`src/rtl/fpm_pkg.sv`:
```
package fpm_pkg;
  localparam int PERIOD_W = 16;
  localparam int BYTE_W   = 8;
  localparam logic [7:0] A_MEAS_LO = 8'h08;
  localparam logic [7:0] A_MEAS_HI = 8'h09;
  localparam logic [7:0] A_TGT_LO  = 8'h1E;
  localparam logic [7:0] A_TGT_HI  = 8'h1F;
  localparam logic [PERIOD_W-1:0] PERIOD_MAX = '1;
endpackage

```
`src/rtl/tach_edge_det.sv`:
```
module tach_edge_det #(
  parameter int STAGES = 2
) (
  input  logic clk,
  input  logic rst_n,
  input  logic tach_i,
  output logic rise_o
);
  logic [STAGES-1:0] sync_q;
  logic              prev_q;

  for (genvar g = 0; g < STAGES; g++) begin : g_sync
    logic d_in;
    if (g == 0) begin : g_first
      assign d_in = tach_i;
    end else begin : g_rest
      assign d_in = sync_q[g-1];
    end
    always_ff @(posedge clk or negedge rst_n) begin
      if (!rst_n) sync_q[g] <= 1'b0;
      else        sync_q[g] <= d_in;
    end
  end

  always_ff @(posedge clk or negedge rst_n) begin
    if (!rst_n) prev_q <= 1'b0;
    else        prev_q <= sync_q[STAGES-1];
  end

  assign rise_o = sync_q[STAGES-1] & ~prev_q;
endmodule

```
`src/rtl/rev_period_counter.sv`:
```
module rev_period_counter
  import fpm_pkg::*;
#(
  parameter int PPR = 2
) (
  input  logic                clk,
  input  logic                rst_n,
  input  logic                rise_i,
  output logic                cap_vld_o,
  output logic [PERIOD_W-1:0] cap_val_o
);
  localparam int EW = (PPR > 1) ? $clog2(PPR) : 1;
  localparam logic [EW-1:0] LAST_EDGE = EW'(PPR - 1);

  logic [PERIOD_W-1:0] cnt_q, cnt_d, cnt_inc;
  logic [EW-1:0]       edges_q, edges_d;
  logic                armed_q, armed_d;

  always_comb begin
    cnt_inc   = (cnt_q == PERIOD_MAX) ? PERIOD_MAX : cnt_q + 1'b1;
    cnt_d     = cnt_inc;
    edges_d   = edges_q;
    armed_d   = armed_q;
    cap_vld_o = 1'b0;
    cap_val_o = cnt_inc;
    if (rise_i) begin
      if (!armed_q) begin
        armed_d = 1'b1;
        cnt_d   = '0;
        edges_d = '0;
      end else if (edges_q == LAST_EDGE) begin
        cap_vld_o = 1'b1;
        cnt_d     = '0;
        edges_d   = '0;
      end else begin
        edges_d = edges_q + 1'b1;
      end
    end else if (cnt_q == PERIOD_MAX - 1'b1) begin
      cap_vld_o = 1'b1;
    end
  end

  always_ff @(posedge clk or negedge rst_n) begin
    if (!rst_n) begin
      cnt_q   <= '0;
      edges_q <= '0;
      armed_q <= 1'b0;
    end else begin
      cnt_q   <= cnt_d;
      edges_q <= edges_d;
      armed_q <= armed_d;
    end
  end
endmodule

```
`src/rtl/fpm_regs.sv`:
```
module fpm_regs
  import fpm_pkg::*;
(
  input  logic                clk,
  input  logic                rst_n,
  input  logic                cap_vld_i,
  input  logic [PERIOD_W-1:0] cap_val_i,
  input  logic [7:0]          addr,
  input  logic                rd_en,
  input  logic                wr_en,
  input  logic [BYTE_W-1:0]   wdata,
  output logic [BYTE_W-1:0]   rdata,
  output logic [PERIOD_W-1:0] target_o
);
  logic [PERIOD_W-1:0] shadow_q, tgt_q, tgt_d;
  logic [BYTE_W-1:0]   hold_hi_q, rdata_q, rd_mux;
  logic                frozen_q, frozen_d;
  logic                lo_rd, hi_rd, tlo_wr, thi_wr;

  always_comb begin
    lo_rd  = rd_en && (addr == A_MEAS_LO);
    hi_rd  = rd_en && (addr == A_MEAS_HI);
    tlo_wr = wr_en && (addr == A_TGT_LO);
    thi_wr = wr_en && (addr == A_TGT_HI);

    frozen_d = frozen_q;
    if (lo_rd)      frozen_d = 1'b1;
    else if (hi_rd) frozen_d = 1'b0;

    tgt_d = tgt_q;
    if (tlo_wr) tgt_d[BYTE_W-1:0]        = wdata;
    if (thi_wr) tgt_d[PERIOD_W-1:BYTE_W] = wdata;

    unique case (addr)
      A_MEAS_LO: rd_mux = shadow_q[BYTE_W-1:0];
      A_MEAS_HI: rd_mux = frozen_q ? hold_hi_q : shadow_q[PERIOD_W-1:BYTE_W];
      A_TGT_LO:  rd_mux = tgt_q[BYTE_W-1:0];
      A_TGT_HI:  rd_mux = tgt_q[PERIOD_W-1:BYTE_W];
      default:   rd_mux = '0;
    endcase
  end

  always_ff @(posedge clk or negedge rst_n) begin
    if (!rst_n) begin
      shadow_q  <= '0;
      hold_hi_q <= '0;
      frozen_q  <= 1'b0;
      tgt_q     <= '1;
      rdata_q   <= '0;
    end else begin
      if (cap_vld_i) shadow_q  <= cap_val_i;
      if (lo_rd)     hold_hi_q <= shadow_q[PERIOD_W-1:BYTE_W];
      if (rd_en)     rdata_q   <= rd_mux;
      frozen_q <= frozen_d;
      tgt_q    <= tgt_d;
    end
  end

  assign rdata    = rdata_q;
  assign target_o = tgt_q;
endmodule

```
`src/rtl/fan_period_meter.sv`:
```
module fan_period_meter
  import fpm_pkg::*;
#(
  parameter int PPR         = 2,
  parameter int SYNC_STAGES = 2
) (
  input  logic        clk,
  input  logic        rst_n,
  input  logic        tach_i,
  input  logic [7:0]  addr,
  input  logic        rd_en,
  input  logic        wr_en,
  input  logic [7:0]  wdata,
  output logic [7:0]  rdata,
  output logic [15:0] target_period
);
  logic                rise;
  logic                cap_vld;
  logic [PERIOD_W-1:0] cap_val;

  tach_edge_det #(.STAGES(SYNC_STAGES)) u_edge (
    .clk(clk), .rst_n(rst_n), .tach_i(tach_i), .rise_o(rise)
  );

  rev_period_counter #(.PPR(PPR)) u_cnt (
    .clk(clk), .rst_n(rst_n), .rise_i(rise),
    .cap_vld_o(cap_vld), .cap_val_o(cap_val)
  );

  fpm_regs u_regs (
    .clk(clk), .rst_n(rst_n), .cap_vld_i(cap_vld), .cap_val_i(cap_val),
    .addr(addr), .rd_en(rd_en), .wr_en(wr_en), .wdata(wdata),
    .rdata(rdata), .target_o(target_period)
  );
endmodule

```
`config.mk`:
```
export PLATFORM = sky130hd
export DESIGN_NAME = fan_period_meter
export DESIGN_NICKNAME = d
export VERILOG_FILES = /design/src/rtl/fpm_pkg.sv /design/src/rtl/tach_edge_det.sv /design/src/rtl/rev_period_counter.sv /design/src/rtl/fpm_regs.sv /design/src/rtl/fan_period_meter.sv
export SDC_FILE = /design/constraint.sdc
export NUM_CORES = 1
export LEC_CHECK = 0
export BUFFER_PORTS_ARGS = -buffer_cell sky130_fd_sc_hd__buf_2
export CAP_MARGIN = 20
export CORE_ASPECT_RATIO = 1.1
export CORE_UTILIZATION = 45
export DETAILED_ROUTE_END_ITERATION = 6
export GPL_TIMING_DRIVEN = 1
export SLEW_MARGIN = 20
export SYNTH_ARGS = -nofsm -noshare
export SYNTH_HDL_FRONTEND = slang
export SYNTH_HIERARCHICAL = 1
export SYNTH_SLANG_ARGS = --single-unit
```
`constraint.sdc`:
```
create_clock -name clk -period 3.1 [get_ports clk]
set_input_delay 0.62 -clock clk [delete_from_list [all_inputs] [get_ports clk]]
set_output_delay 0.62 -clock clk [all_outputs]
set_load 0.01 [all_outputs]
```
== Yosys cells after proc, flatten, opt, wreduce, memory -nomap -nowiden ==
Index checks and enable logic that the tools add are counted.

* Equal/unequal tests: 6
* $add $sub $neg: 2
* Reduce and logical (&&, ||, !) cells: 5
* Bitwise logic cells: 2
* Mux-type cells: 14

{| class="wikitable"
|+ Operators with widths
! operator !! number
|-
| 2-to-1 mux 16 bit || 4
|-
| == test 16 bit, second input constant || 2
|-
| one-hot mux 8 bit (4 select lines) || 1
|-
| adder 16 x 1 -> 16 bit, second input constant || 1
|-
| == test 8 x 4 -> 1 bit, second input constant || 2
|-
| == test 8 x 5 -> 1 bit, second input constant || 2
|-
| 2-to-1 mux 1 bit || 8
|-
| 2-to-1 mux 8 bit || 1
|-
| logical AND 1 bit || 4
|-
| nonzero test 2 bit || 1
|-
| adder 1 bit, second input constant || 1
|-
| bitwise AND 1 bit || 1
|-
| NOT 1 bit || 1
|}

* Register bits: 70
* Output and inout bits: 24
* Word-level logic and storage cells: 41

== Logic depth before layout (Yosys ltp) ==
* Depth after elaboration: 5
* Gate-level depth with buffers: 8

== Cells and area by module ==
Netlist, hierarchy kept.

{| class="wikitable"
|+ By module, submodules not included
! module !! instances !! seq. area each (sq um) !! cells each !! area each (sq um)
|-
| fpm_regs || 1 || 1246.2 || 167 || 2243.4
|-
| rev_period_counter || 1 || 450.4 || 122 || 1104.8
|-
| tach_edge_det || 1 || 75.1 || 4 || 88.8
|}

== Least setup slack after synthesis ==
OpenSTA, ideal clock, no wires.

* Path type: register -> register
* Start: register u_cnt.cnt_q[4]
* End: register u_regs.shadow_q[0]
* Cell stages (with the launch flop): 8
* Setup time: 0.125 ns
* Buffers on the path: 3
* Setup slack: 0.641 ns
* Data arrival time: 2.334 ns
* Path through: dfrtp_1 > nand4_1 > buf_2 > or4_1 > o21ai_1 > clkbuf_1 > buf_1 > mux2_2

* Cells in the longest elaborated chain, start to end: 3
* Elaborated cells between the ends (all ways): 5

{| class="wikitable"
|+ RTL lines
! item !! RTL line !! source
|-
| from (decl) || rev_period_counter.sv:15 || <nowiki>logic [PERIOD_W-1:0] cnt_q, cnt_d, cnt_inc;</nowiki>
|-
| from (signal assigned) || rev_period_counter.sv:49 || <nowiki>cnt_q <= cnt_d;</nowiki>
|-
| == test 16 bit || rev_period_counter.sv:38 || <nowiki>end else if (cnt_q == PERIOD_MAX - 1'b1) begin</nowiki>
|-
| 2-to-1 mux 1 bit || rev_period_counter.sv:38 ||
|-
| 2-to-1 mux 1 bit || rev_period_counter.sv:26 || <nowiki>if (rise_i) begin</nowiki>
|-
| net cap_vld || fan_period_meter.sv:18 || <nowiki>logic cap_vld;</nowiki>
|-
| to (signal assigned) || fpm_regs.sv:51 || <nowiki>if (cap_vld_i) shadow_q <= cap_val_i;</nowiki>
|-
| to (decl) || fpm_regs.sv:15 || <nowiki>logic [PERIOD_W-1:0] shadow_q, tgt_q, tgt_d;</nowiki>
|}

The timed path passes the listed nets, and every way through them passes these cells.
A chain may end at the register's enable or synchronous reset.

== Worst setup path after layout ==
* Start: register u_cnt.cnt_q[12]
* End: register u_regs.shadow_q[6]

Same word-level chain as after synthesis.

==> metrics.md <==
| Metric | Value |
|---|---|
| Status | finished clean |
| RR Endpoint | u_regs/shadow_q[6] |
| Num Clock Sinks | 70 |
| Worst hold path class | input pin to asynchronous set/reset pin |
| Final hold viol count | 0 |
| Post-Route WL | roughly 7.3 mm |
| First-pass iteration count of the detailed router | 6 |
| Final Cycle Share | 71.8% |
| CP startpoint kind | flip-flop |
| Cells after synthesis | slightly below 300 |
| Hold_buf cts | 0 |
| CP endpoint kind | flip-flop |
| Worst-path fanout max | 16 |
| Post-synth cell types | 53 |
| Final ANT Viol Nets | 0 |
| Post_cts resized | 0 |
| Most frequent cells in the layout | 54 x dfrtp_1, 48 x mux2_2, 44 x buf_2, 16 x dfstp_2 |
| Global route total overflow | 0 |
| Syn_area_per_cell | roughly 12 um^2 |
| Reg-to-reg slack, setup | a little under 0.9 ns |
| First-pass GRT wire length | 11.6 mm |
| Placer Congestion | 0.752 |
| IR drop worst, VDD | ~0.28 mV |
| Top FF cell, synth | dfrtp_1 |
| Clock tree from TritonCTS | built |
| CTS buffer count | 9 |
| Dpl cell area | roughly 3700 um^2 |
| Die area | 7990 um^2 |
| Post-synth net total | between 300 and 400 |
| Vias in the first global route | 2324 |
| Cell Pwr Density | 541 nW/um^2 |
| Worst-margin pin slew | around 0.67 ns |
| Clock Latency Late Sink | 0.34 ns |
| Largest net degree at the start of global routing | 28 |
| Post-synth EDFFs | 0 |
| CTS clk-pin slew, worst paths | 0.08 ns |
| I/O pins | 45 |
| Min Tclk post-route | 2.22 ns |
| FF+latch count, synth | 70 |
| Setup TNS | 0 ns |
| RR Startpoint | u_cnt/cnt_q[12] |
| Die Height | 93.7 um |
| Max Clk Rate | around 450 MHz |
| Setup Viol. Count Final | 0 |
| Leak Pwr | 1.81 nW |
| Root buf cell | clkbuf_8 |
| RSZ-0062 raised after global routing | no |
| Clk buf depth | 2 |
| Warnings from Yosys | 6 |
| Die width | 85.3 um |
| Sequential share of the synthesized area | 51.5% |
| Max-Cap Viols | 0 |
| Area Growth Syn to Fin | 13.9% |
| Post-CTS Repair Setup Buffers | 0 |
| Num rows | 33 |
| Clock skew | approximately 0.009 ns |
| Core area | 7430 um^2 |
| Worst Path Arrival | 2.44 ns |
| Design area | 3920 um^2 |
| Post-DR vias/cell | 5.80 |
| Most common cell after layout, fill and taps aside | dfrtp_1 |
| DRC | 0 |
| Mapped cell area | 3440 um^2 |
| Core Util, Final | 52.7% |
| Initial antenna violation count | 0 |
| Fin. max-slew vios | 0 |
| IO buf count | 44 |
| Worst rel slew slack | ~55% |
| Share of cells above drive strength 1 | 41.8% |
| Worst path required time | 3.32 ns |
| Worst R2R Path Depth | 5 |
| Vias | around 2500 |
| Iter 0 DRT Violations | 98 |
| Htree depth | 3 |
| NumNets Final | 358 |
| Critical setup path kind | flip-flop to flip-flop |
| Detailed Place HPWL | 5.12 mm |
| Antenna fix cells | 0 |
| Async SR Flop Fraction | 100% |
| Routed len/inst | 17.0 um |
| Global-route usage over all layers | 19.3% |
| Initial core utilization | a little under half |
[area by class of cell]
cell class	instances	area, um^2
Multi-Input combinational cell	190	1520
Clock buffer	9	124
Clock inverter	7	73.8
Timing Repair Buffer	50	265
Inverter	14	52.6
Sequential cell	70	1770
Tap cell	87	109
Fill cell	679	3520
[synth_stat cells, types with 3 or more instances]
library cell  count  share of area, %
nand2_1           9              0.98
nand4_1           4              0.73
inv_1            14               1.5
o21ai_0           4              0.58
a32oi_1           8               2.0
nand3_1          14               2.0
clkbuf_1          9              0.98
buf_2             6              0.87
or3_1             3              0.55
mux2_2           48                16
nor2_1           12               1.3
a21oi_1          14               2.0
dfstp_2          16                12
a31oi_1           9               1.6
dfrtp_1          54                39
or4_1             5               1.1
mux2i_1           8               2.3
o22ai_1           8               1.5
[metrics by stage]
stage / cells / hold slack [ns] / setup WS, ns / power [mW]
finish: 427 / 0.252 / 0.875 / 2.12
global route: 427 / 0.273 / 0.782 / 2.23
CTS: 427 / 0.269 / 0.899 / 2.15
detailed placement: 411 / 0.346 / 0.741 / 1.41
global placement: 411 / 0.340 / 0.763 / 1.40
floorplan: 293 / 0.324 / 0.641 / 1.30
[state kept, by name, summed over array words and instances (netlist names)]
signal,count
u_edge/sync_q,1
u_regs/target_o,16
u_cnt/cnt_q,16
u_regs/rdata,8
u_regs/frozen_q,1
u_edge/prev_q,1
u_regs/shadow_q,16
u_edge/g_sync.d_in,1
u_regs/hold_hi_q,8
u_cnt/armed_q,1
u_cnt/edges_q,1
[cells by family (layout without fill, tap and decap cells)]
group                      Yosys count  in the layout  share of synthesized area (%)
and+or+nand+nor                     71             71                           13.2
DFF                                 70             70                           51.5
AOI/OAI and AO/OA                   59             59                           11.7
muxes                               56             56                           18.1
buffers and inverters               33             80                           4.26
adders and majority gates            2              2                          0.728
xor gates and xnor gates             2              2                          0.510
[metal layers]
layer | part of all wire, % | up-vias | track usage (%)
li1 | - | 1185 | -
met1 | 46 | 1241 | 26.0
met2 | 50 | 41 | 30.9
met3 | 2.7 | 9 | 3.34
met4 | 1.5 | 0 | 8.47
met5 | 0 | - | 0
[worst max path at each step]
stage                          from                   to  cells after the start
finish              u_cnt/cnt_q[12]   u_regs/shadow_q[6]                      5
CTS                  u_cnt/cnt_q[8]  u_regs/shadow_q[12]                      5
floorplan            u_cnt/cnt_q[4]   u_regs/shadow_q[0]                      7
global route        u_cnt/cnt_q[12]   u_regs/shadow_q[8]                      5
detailed placement          addr[5]   u_regs/target_o[0]                      6
global placement            addr[5]   u_regs/target_o[3]                      6
[critical path, cell delays in order (launching register included)]
cell     delay (ns)
dfrtp_1        0.49
nand4_1        0.28
or4_1          0.57
o21ai_1        0.14
buf_4          0.26
mux2_2         0.36
[where the power goes]
group | switching (mW) | internal (mW)
logic | 0.161 | 0.142
clock network | 0.358 | 0.374
registers | 0.0776 | 1.01
total | 0.596 | 1.52
Note: power is estimated with default switching activity, not from simulation.
